--- config.mk ---
export PLATFORM = sky130hd
export DESIGN_NAME = prot_desc_bank
export DESIGN_NICKNAME = d
export VERILOG_FILES = /design/src/rtl/prot_desc_pkg.sv /design/src/rtl/prot_rgn_slot.sv /design/src/rtl/prot_err_slot.sv /design/src/rtl/prot_desc_bank.sv
export SDC_FILE = /design/constraint.sdc
export NUM_CORES = 2
export LEC_CHECK = 0
export ABC_AREA = 1
export BUFFER_PORTS_ARGS = -buffer_cell sky130_fd_sc_hd__buf_2
export CORE_AREA = 2 2 413 415
export CTS_CLUSTER_DIAMETER = 100
export DETAILED_ROUTE_END_ITERATION = 10
export DIE_AREA = 0 0 415 417
export PLACE_DENSITY = 0.46
export SLEW_MARGIN = 20
export SYNTH_ARGS = -nofsm -noshare
export SYNTH_HDL_FRONTEND = slang
export SYNTH_SLANG_ARGS = --single-unit
--- constraint.sdc ---
create_clock -name clk -period 2.4 [get_ports clk]
set_clock_uncertainty 0.05 [all_clocks]
set_input_delay 0.24 -clock clk [delete_from_list [all_inputs] [get_ports clk]]
set_output_delay 0.24 -clock clk [all_outputs]
set_load 0.005 [all_outputs]
--- src/rtl/prot_desc_pkg.sv ---
package prot_desc_pkg;

  localparam int WORD_W    = 32;
  localparam int LOW_BITS  = 5;
  localparam int MASTER_W  = 4;
  localparam int FIELD_W   = 6;
  localparam int CORE_ID   = 0;
  localparam int DBG_ID    = 1;
  localparam int FLAG_LO   = 16;
  localparam int DESC_BASE = 16;

  localparam logic [WORD_W-1:0] DBG_MASK = WORD_W'(((1 << FIELD_W) - 1) << (DBG_ID * FIELD_W));
  localparam logic [WORD_W-1:0] DBG_FULL = WORD_W'(32'h1F << (DBG_ID * FIELD_W));

  typedef struct packed {
    logic [1:0]          ctrl;
    logic                wr;
    logic [1:0]          attr;
    logic [MASTER_W-1:0] master;
  } err_info_t;

  function automatic logic [1:0] rgn_count_code(input int n);
    case (n)
      8:       return 2'd0;
      12:      return 2'd1;
      16:      return 2'd2;
      default: return 2'd3;
    endcase
  endfunction

endpackage

--- src/rtl/prot_rgn_slot.sv ---
module prot_rgn_slot
  import prot_desc_pkg::*;
#(
  parameter int ADDR_W = 32,
  parameter bit LOCKED = 1'b0
) (
  input  logic              clk,
  input  logic              rst_n,
  input  logic              sel,
  input  logic [1:0]        word,
  input  logic [WORD_W-1:0] data,
  input  logic              by_core,
  output logic [ADDR_W-1:0] start_addr,
  output logic [ADDR_W-1:0] end_addr,
  output logic [WORD_W-1:0] rights,
  output logic              valid
);

  localparam int HI_W = ADDR_W - LOW_BITS;
  localparam logic [HI_W-1:0]   END_RST    = {HI_W{LOCKED}};
  localparam logic [WORD_W-1:0] RIGHTS_RST = LOCKED ? DBG_FULL : '0;

  logic [HI_W-1:0]   start_q, start_d;
  logic [HI_W-1:0]   end_q, end_d;
  logic [WORD_W-1:0] rights_q, rights_d;
  logic              valid_q, valid_d;
  logic              frozen;

  assign frozen = LOCKED && by_core;

  always_comb begin
    start_d  = start_q;
    end_d    = end_q;
    rights_d = rights_q;
    valid_d  = valid_q;
    if (sel) begin
      case (word)
        2'd0: if (!frozen) start_d = data[ADDR_W-1:LOW_BITS];
        2'd1: if (!frozen) end_d = data[ADDR_W-1:LOW_BITS];
        2'd2: rights_d = frozen ? ((data & ~DBG_MASK) | (rights_q & DBG_MASK)) : data;
        default: valid_d = data[0];
      endcase
    end
  end

  always_ff @(posedge clk or negedge rst_n) begin
    if (!rst_n) begin
      start_q  <= '0;
      end_q    <= END_RST;
      rights_q <= RIGHTS_RST;
      valid_q  <= LOCKED;
    end else if (sel) begin
      start_q  <= start_d;
      end_q    <= end_d;
      rights_q <= rights_d;
      valid_q  <= valid_d;
    end
  end

  assign start_addr = {start_q, {LOW_BITS{1'b0}}};
  assign end_addr   = {end_q, {LOW_BITS{1'b1}}};
  assign rights     = rights_q;
  assign valid      = valid_q;

  generate
    if (LOCKED) begin : g_lock_chk

      core_bounds_lock_chk: assert property (@(posedge clk) disable iff (!rst_n)
        (sel && by_core) |=> ($stable(start_addr) && $stable(end_addr)));

      core_dbg_field_lock_chk: assert property (@(posedge clk) disable iff (!rst_n)
        (sel && by_core) |=> $stable(rights[DBG_ID*FIELD_W +: FIELD_W]));
    end
  endgenerate

endmodule

--- src/rtl/prot_err_slot.sv ---
module prot_err_slot
  import prot_desc_pkg::*;
#(
  parameter int ADDR_W = 32
) (
  input  logic              clk,
  input  logic              rst_n,
  input  logic              hit,
  input  logic [ADDR_W-1:0] addr_in,
  input  err_info_t         info_in,
  input  logic              clr,
  output logic              flag,
  output logic [ADDR_W-1:0] addr_q,
  output err_info_t         info_q
);

  logic      flag_q, flag_d;
  logic      take;
  logic [ADDR_W-1:0] addr_r;
  err_info_t info_r;

  // capture when the slot is free or is being freed this very cycle
  assign take = hit && (!flag_q || clr);

  always_comb begin
    flag_d = flag_q;
    if (take)     flag_d = 1'b1;
    else if (clr) flag_d = 1'b0;
  end

  always_ff @(posedge clk or negedge rst_n) begin
    if (!rst_n) flag_q <= 1'b0;
    else        flag_q <= flag_d;
  end

  always_ff @(posedge clk or negedge rst_n) begin
    if (!rst_n) begin
      addr_r <= '0;
      info_r <= '0;
    end else if (take) begin
      addr_r <= addr_in;
      info_r <= info_in;
    end
  end

  assign flag   = flag_q;
  assign addr_q = addr_r;
  assign info_q = info_r;


  err_detail_hold_chk: assert property (@(posedge clk) disable iff (!rst_n)
    (flag_q && !clr) |=> ($stable(addr_q) && $stable(info_q)));

  err_flag_sticky_chk: assert property (@(posedge clk) disable iff (!rst_n)
    (flag_q && !clr) |=> flag);

  err_clear_race_chk: assert property (@(posedge clk) disable iff (!rst_n)
    (hit && clr) |=> (flag && addr_q == $past(addr_in)));

endmodule

--- src/rtl/prot_desc_bank.sv ---
module prot_desc_bank
  import prot_desc_pkg::*;
#(
  parameter int REGIONS = 8,
  parameter int SLAVES  = 5,
  parameter int ADDR_W  = 32,
  parameter int AW      = 8
) (
  input  logic                        clk,
  input  logic                        rst_n,
  input  logic                        wr_en,
  input  logic [AW-1:0]               wr_addr,
  input  logic [WORD_W-1:0]           wr_data,
  input  logic [MASTER_W-1:0]         wr_req,
  input  logic [AW-1:0]               rd_addr,
  output logic [WORD_W-1:0]           rd_data,
  input  logic [SLAVES-1:0]           err_hit,
  input  logic [SLAVES*ADDR_W-1:0]    err_addr,
  input  logic [SLAVES*MASTER_W-1:0]  err_master,
  input  logic [SLAVES*2-1:0]         err_attr,
  input  logic [SLAVES-1:0]           err_write,
  input  logic [SLAVES*2-1:0]         err_ctrl,
  output logic                        unit_en,
  output logic [REGIONS-1:0]          rgn_valid,
  output logic [REGIONS*ADDR_W-1:0]   rgn_start,
  output logic [REGIONS*ADDR_W-1:0]   rgn_end,
  output logic [REGIONS*WORD_W-1:0]   rgn_rights
);

  localparam logic [1:0] CNT_CODE = rgn_count_code(REGIONS);
  localparam int         DESC_ROW = DESC_BASE / 4;

  logic                ctl_sel;
  logic                by_core;
  logic                en_q, en_d;
  logic [SLAVES-1:0]   flag;
  logic [SLAVES-1:0]   clr;
  logic [ADDR_W-1:0]   cap_addr [SLAVES];
  err_info_t           cap_info [SLAVES];
  logic [WORD_W-1:0]   desc_word [REGIONS][4];
  logic [WORD_W-1:0]   ctl_word;

  assign ctl_sel = wr_en && (wr_addr == '0);
  assign by_core = (wr_req == MASTER_W'(CORE_ID));

  // global enable
  always_comb begin
    en_d = en_q;
    if (ctl_sel) en_d = wr_data[0];
  end

  always_ff @(posedge clk or negedge rst_n) begin
    if (!rst_n)       en_q <= 1'b0;
    else if (ctl_sel) en_q <= en_d;
  end

  assign unit_en = en_q;

  // region descriptors
  generate
    for (genvar r = 0; r < REGIONS; r++) begin : g_rgn
      logic              sel;
      logic [ADDR_W-1:0] s_a, e_a;
      logic [WORD_W-1:0] rt;
      logic              v;

      assign sel = wr_en && (wr_addr[AW-1:2] == (AW-2)'(DESC_ROW + r));

      prot_rgn_slot #(
        .ADDR_W (ADDR_W),
        .LOCKED (r == 0)
      ) u_slot (
        .clk        (clk),
        .rst_n      (rst_n),
        .sel        (sel),
        .word       (wr_addr[1:0]),
        .data       (wr_data),
        .by_core    (by_core),
        .start_addr (s_a),
        .end_addr   (e_a),
        .rights     (rt),
        .valid      (v)
      );

      assign rgn_start[r*ADDR_W +: ADDR_W]  = s_a;
      assign rgn_end[r*ADDR_W +: ADDR_W]    = e_a;
      assign rgn_rights[r*WORD_W +: WORD_W] = rt;
      assign rgn_valid[r]                   = v;

      assign desc_word[r][0] = WORD_W'(s_a);
      assign desc_word[r][1] = WORD_W'(e_a);
      assign desc_word[r][2] = rt;
      assign desc_word[r][3] = {{(WORD_W-1){1'b0}}, v};
    end
  endgenerate

  // error capture, one slot per slave port
  generate
    for (genvar p = 0; p < SLAVES; p++) begin : g_err
      err_info_t inf;

      assign inf.master = err_master[p*MASTER_W +: MASTER_W];
      assign inf.attr   = err_attr[p*2 +: 2];
      assign inf.wr     = err_write[p];
      assign inf.ctrl   = err_ctrl[p*2 +: 2];
      assign clr[p]     = ctl_sel && wr_data[FLAG_LO + SLAVES - 1 - p];

      prot_err_slot #(
        .ADDR_W (ADDR_W)
      ) u_err (
        .clk     (clk),
        .rst_n   (rst_n),
        .hit     (err_hit[p]),
        .addr_in (err_addr[p*ADDR_W +: ADDR_W]),
        .info_in (inf),
        .clr     (clr[p]),
        .flag    (flag[p]),
        .addr_q  (cap_addr[p]),
        .info_q  (cap_info[p])
      );
    end
  endgenerate

  // control/status word: port 0 flag at the top of the field
  always_comb begin
    ctl_word      = '0;
    ctl_word[0]   = en_q;
    ctl_word[9:8] = CNT_CODE;
    for (int p = 0; p < SLAVES; p++) begin
      ctl_word[FLAG_LO + SLAVES - 1 - p] = flag[p];
    end
  end

  // read mux
  always_comb begin
    rd_data = '0;
    if (rd_addr == '0) rd_data = ctl_word;
    for (int p = 0; p < SLAVES; p++) begin
      if (rd_addr == AW'(1 + 2*p)) rd_data = WORD_W'(cap_addr[p]);
      if (rd_addr == AW'(2 + 2*p)) rd_data = WORD_W'({cap_info[p].ctrl, 1'b0, cap_info[p].wr,
                                                      cap_info[p].attr, cap_info[p].master});
    end
    for (int r = 0; r < REGIONS; r++) begin
      for (int k = 0; k < 4; k++) begin
        if (rd_addr == AW'(DESC_BASE + 4*r + k)) rd_data = desc_word[r][k];
      end
    end
  end


  unit_en_hold_chk: assert property (@(posedge clk) disable iff (!rst_n)
    !ctl_sel |=> $stable(unit_en));

  err_flag_rise_chk: assert property (@(posedge clk) disable iff (!rst_n)
    (err_hit[0] && !flag[0]) |=> flag[0]);

endmodule

# Yosys cells after proc, flatten, opt, wreduce, memory -nomap -nowiden
# Cells that the tools add are included.
dict set report totals {
  ff_bits 907
  input_bits 265
  out_inout_bits 809
  elab_cells 243
}
dict set report classes {
  n_eq_ne 52
  n_mux 54
  bitwise_logic 3
  n_reduce_logical 71
}
# cell count
set op_table {}
lappend op_table {{$mux W32} 43}
lappend op_table {{$eq A8 B5 Y1 const B} 16}
lappend op_table {{$eq A8 B6 Y1 const B} 16}
lappend op_table {{$reduce_and A2 Y1} 30}
lappend op_table {{$eq A8 B3 Y1 const B} 4}
lappend op_table {{$or A32 B12 Y32} 1}
lappend op_table {{$eq A6 B3 Y1 const B} 4}
lappend op_table {{$eq A6 B4 Y1 const B} 4}
lappend op_table {{$eq A8 B4 Y1 const B} 3}
lappend op_table {{$mux W21} 1}
lappend op_table {{$logic_and A1 B1 Y1} 19}
lappend op_table {{$eq A8 B2 Y1 const B} 2}
lappend op_table {{$logic_not A8 Y1} 2}
lappend op_table {{$mux W1} 10}
lappend op_table {{$reduce_bool A2 Y1} 5}
lappend op_table {{$eq A8 B1 Y1 const B} 1}
lappend op_table {{$reduce_and A3 Y1} 2}
lappend op_table {{$logic_not A1 Y1} 5}
lappend op_table {{$logic_or A1 B1 Y1} 5}
lappend op_table {{$logic_not A4 Y1} 1}
lappend op_table {{$reduce_or A3 Y1} 1}
lappend op_table {{$eq A2 B1 Y1 const B} 1}
lappend op_table {{$eq A2 B2 Y1 const B} 1}
lappend op_table {{$logic_not A2 Y1} 1}
lappend op_table {{$not A1 Y1} 2}

# Depth between registers and ports, before layout
dict set report logic_depth {
  word_depth 44
  depth_mapped 29
}

# Modules after synthesis
# From an unflattened synthesis, not the netlist that was laid out.
dict set report hier_totals {
  hier_cells 6123
  hier_area_um2 47117.7
}
# module instances cells_each area_each_um2 seq_area_each_um2
set modules_own_cells {}
lappend modules_own_cells {{prot_rgn_slot at g_rgn[1].u_slot ...} 7 399 3708.6 2177.1}
lappend modules_own_cells {prot_desc_bank 1 2028 9142.5 25.0}
lappend modules_own_cells {prot_err_slot 5 182 1689.1 1051.0}
lappend modules_own_cells {{prot_rgn_slot at g_rgn[0].u_slot} 1 392 3569.7 2218.4}

# Least setup slack after synthesis
# No wires, ideal clock.
dict set report synth_path {
  path_kind {input port to output port}
  startpoint {input port rd_addr[6]}
  endpoint {output port rd_data[6]}
  arrival_time_ns 2.162
  required_ns 2.110
  setup_slack_ns -0.052
  cell_stages 24
  path_cell_list {inv_1 -> nand2_1 -> nor3_4 -> inv_2 -> nor2_4 -> mux2_2 -> nand2_1 -> nand3_1 -> nand2_1 -> nand3_1 -> nand2_1 -> nand3_1 -> nand2_1 -> nand3_1 -> nand2_1 -> nand3_1 -> nand2_1 -> nand3_1 -> nand2_1 -> nand3_1 -> nand2_1 -> nand3_1 -> nand2_1 -> inv_1}
}
dict set report synth_between {
  elab_chain_len 43
  elab_cells_between_ends 84
  classes_between {eq/ne: 42; mux: 42}
}
# item line_no
set synth_rtl {}
lappend synth_rtl {{start: declaration} prot_desc_bank.sv:15} ;# input logic [AW-1:0] rd_addr,
lappend synth_rtl {{$eq A8 B1 Y1} prot_desc_bank.sv:139} ;# if (rd_addr == AW'(1 + 2*p)) rd_data = WORD_W'(cap_addr[p]);
lappend synth_rtl {{$mux W32} prot_desc_bank.sv:139}
lappend synth_rtl {{$mux W32} prot_desc_bank.sv:140} ;# if (rd_addr == AW'(2 + 2*p)) rd_data = WORD_W'({cap_info[p].ctrl, 1'b0, cap_info[p].wr,
lappend synth_rtl {{$mux W32} prot_desc_bank.sv:139}
lappend synth_rtl {{$mux W32} prot_desc_bank.sv:140}
lappend synth_rtl {{$mux W32} prot_desc_bank.sv:139}
lappend synth_rtl {{$mux W32} prot_desc_bank.sv:140}
lappend synth_rtl {{$mux W32} prot_desc_bank.sv:139}
lappend synth_rtl {{$mux W32} prot_desc_bank.sv:140}
lappend synth_rtl {{$mux W32} prot_desc_bank.sv:139}
lappend synth_rtl {{$mux W32} prot_desc_bank.sv:140}
lappend synth_rtl {{$mux W32 (31 in series)} prot_desc_bank.sv:145} ;# if (rd_addr == AW'(DESC_BASE + 4*r + k)) rd_data = desc_word[r][k];
lappend synth_rtl {{$mux W32 (*)} prot_desc_bank.sv:145}
lappend synth_rtl {{end: declaration} prot_desc_bank.sv:16} ;# output logic [WORD_W-1:0] rd_data,
# Mark *: on every way between the ends. The rest lies on a longest branch, timed or not.

# Worst setup path after layout
dict set report layout_path {
  startpoint {register g_err[1].u_err.addr_r[30]}
  endpoint {output port rd_data[30]}
}
dict set report layout_between {
  elab_chain_len 40
}
# item line_no
set layout_rtl {}
lappend layout_rtl {{start: declaration} prot_err_slot.sv:19} ;# logic [ADDR_W-1:0] addr_r;
lappend layout_rtl {{start signal: assignment} prot_err_slot.sv:41} ;# addr_r <= addr_in;
lappend layout_rtl {{$mux W32} prot_desc_bank.sv:139}
lappend layout_rtl {{$mux W32} prot_desc_bank.sv:140}
lappend layout_rtl {{$mux W32} prot_desc_bank.sv:139}
lappend layout_rtl {{$mux W32} prot_desc_bank.sv:140}
lappend layout_rtl {{$mux W32} prot_desc_bank.sv:139}
lappend layout_rtl {{$mux W32} prot_desc_bank.sv:140}
lappend layout_rtl {{$mux W32} prot_desc_bank.sv:139}
lappend layout_rtl {{$mux W32} prot_desc_bank.sv:140}
lappend layout_rtl {{$mux W32 (32 in series)} prot_desc_bank.sv:145}
# No other way between the ends.

==> impl_metrics.yaml <==
floorplanning:
  initial_utilization_pct: 25.0
  die_h_um: 417
  coreArea_um2: 169000
  die_w_um: 415
  num_rows: 151
  ios: 1074
  die_area_um2: 173000
timing:
  hold_violations: 0
  slew_violations: 0
  rsz0062_at_grt: "true"
  setup-violations-final: 32
  fin_ws_ps: -1340
  worstMarginPinSlew_ps: 1020
  relSlewSlack_pct: 30.5
  max_freq_ghz: 0.268
  fin_crit_ps: 3740
  min_period_over_period_pct: 156
power_and_ir_drop:
  leakagePower_nw: 32.9
  p_per_area_nw_per_um2: 687
  vdd.ir_drop.worst_v: 0.000561
synth:
  synth_ff_type: "dfrtp_1"
  avgSynthCellArea_um2: 8.54
  ys_ff_latch: 907
  synth_common_cells: "1,711 x nand2_1, 874 x dfrtp_1, 682 x o21ai_0"
  syn_area_um2: 42100
  yosys.cell_types.count: 43
  synth.yosys.seq_area_share_pct: 54.1
  syn_inst: 4924
  yosysTopAreaCell: "dfrtp_1"
  synth.area.top_cells: "dfrtp_1 52%, nand2_1 15%, o21ai_0 8.1%"
  yosysWarnings: 0
  synth.most_common_cell: "nand2_1"
  synth-edff-count: 0
  synth_top_area_share_pct: 52.0
  synthArstFlopShare_pct: 100
setup_path:
  crit_slowest_cell: "dfrtp_1"
  path_cells: "nand2_1 -> nand2_1 -> a21oi_2 -> nand2_1 -> a21oi_2 -> nand4_1 -> nand3b_1 -> a21oi_2 -> nand4_1 -> a21oi_2 -> nand4_1 -> nand2_1 -> nand3_2 -> nor2_4 -> nand3_4 -> nand2_4 -> nand4_1 -> buf_2"
  critical_path_class: "register to output port"
  worstRegToRegCells: 7
  required_ps: 2110
  cp-start-kind: "register"
  cp_num_cells: 18
  cp_slowest_stage_delay_ps: 400
  endpoint_kind: "output port"
  crit_family: "simple AND/OR/NAND/NOR gates"
  path_max_fanout: 2
  crit_arrival_ps: 3450
  crit_buf_inv: 1
placement:
  placed_area_um2: 53400
  portBuffers: 993
  dp_worst_setup_slack_ps: -2020
  gp_congestion: 0.975
  dp_hpwl_um: 182000
global_route:
  overflow: 0
  grt_first_pass_wirelength_um: 321000
  grt_pass1_vias: 39900
  grt_max_degree: 113
  antenna_found_initial: 23
  grt_usage_pct: 26.1
layout:
  nNetsFinal: 6791
  regArea_um2: 22700
  syn_to_final_growth_pct: 48.6
  nFillCells: 17300
  final_area_um2: 62500
  drive_gt1_share_pct: 38.7
  multi_input_area_um2: 19100
drt:
  drc_errors: 0
  wl_per_cell_um: 26.3
  vias: 41800
  ant_nets: 0
  drtIter0Drc: 3682
  dr.pass1.iters: 6
  drt-total-wl_um: 233000
  via_per_inst: 4.72
clock_network:
  cts_buffers: 113
  path_clk_slew_ps: 60
  clk_latency_ps: 750
  cts_tree: "yes"
  cts_sinks: 907
  htreeDepth: 3
  clock_path_buffers: 3
  cts_root_buf: "clkbuf_16"
flow_run:
  cap_violations: 0
status:
  violations: "negative setup slack"
  status: "finished, violations left"
min_path:
  min_path_type: "primary input to register"
  whs_path_depth: 4
kinds of logic after synthesis:
group | share of synthesized area (%)
AND/OR/NAND/NOR | 22.9
AO/OA/AOI/OAI | 9.82
buffers and inverters | 7.01
multiplexers | 6.18
other | 0.0179
flip-flops | 54.1
flip-flops by register name, indices dropped and copies added, names as in the netlist:
register / count
g_err.u_err.info_q: 45
g_rgn.u_slot.valid: 8
g_rgn.u_slot.start_q: 216
g_rgn.u_slot.rights: 256
g_rgn.u_slot.end_q: 216
g_err.u_err.addr_q: 160
unit_en: 1
g_err.u_err.flag: 5
per-layer routing:
metal	vias up	track usage (%)	part of all wire, %
met3	362	5.80	7.4
met4	0	12.5	5.5
met1	20700	33.3	41
li1	18900	-	-
met2	1770	41.8	46
met5	-	0	0
stage by stage:
stage / power [mW] / std cells / util, % / TNS [ps] / hold WS [ps]
global placement: 23.9 / 8357 / 31.7 / -46280 / 115
detailed placement: 23.9 / 8357 / 31.7 / -46210 / 110
floorplan: 20.6 / 5002 / - / -38.1 / -106
finish: 42.9 / 8848 / 37.1 / -37090 / 98.2
CTS: 43.2 / 8835 / 36.7 / -42410 / 5.55
global route: 44.4 / 8844 / 37.1 / -43970 / 67.1
final timing paths:
path                                      startpoint  slack, ps                   endpoint
min reg2reg                g_rgn[5].u_slot.rights[6]        440  g_rgn[5].u_slot.rights[6]
max reg2reg                      g_err[1].u_err.flag        330  g_err[1].u_err.addr_q[24]
max                        g_err[1].u_err.addr_q[30]      -1340                rd_data[30]
max in group asynchronous                      rst_n        940  g_err[4].u_err.addr_q[31]
min                                            wr_en        100      g_rgn[4].u_slot.valid
min in group asynchronous                      rst_n        180  g_rgn[0].u_slot.rights[0]
worst min-delay path, stage by stage:
cell	delay, ps
buf_2	110
nand3_1	150
nor2_1	170
a31oi_1	190
where the power goes:
group          leakage (nW)  switching (mW)  internal (mW)
clock                  1.93            7.40           11.0
combinational          19.0            2.76           2.76
sequential             11.9            1.66           17.3
cell usage in the layout (no fill, tap or decap), types with 34 or more instances in the layout:
master and instances:
buf_12 76, buf_2 979, buf_4 430, buf_6 34, clkbuf_16 115, conb_1 80
dfrtp_1 873, dlygate4sd3_1 273, inv_1 271, mux2_2 204, nand2_1 1530, nand2_2 142
nand2_4 41, nand3_2 160, nand3_4 35, nand4_1 40, nor2_1 55, o21ai_0 674
or2_1 35, or2_2 118
area by class of cell:
cell class              count  share of cell area (%)
clock inverters            34                   0.907
flip-flops and latches    907                    36.4
diodes                     11                  0.0441
inverters                 297                    1.79
clock buffers             174                    5.41
repair buffers           1794                    20.5
well taps                2218                    4.44
multi-input cells        3413                    30.5
repair_timing:
item,4_1_cts,5_1_grt
pin swaps,244,268
setup buffers,6,2
endpoints found under the setup margin,32,70
endpoints found under the hold margin,1436,0
resized for setup,425,154
hold buffers,273,0
(Power assumes the default switching activity.)
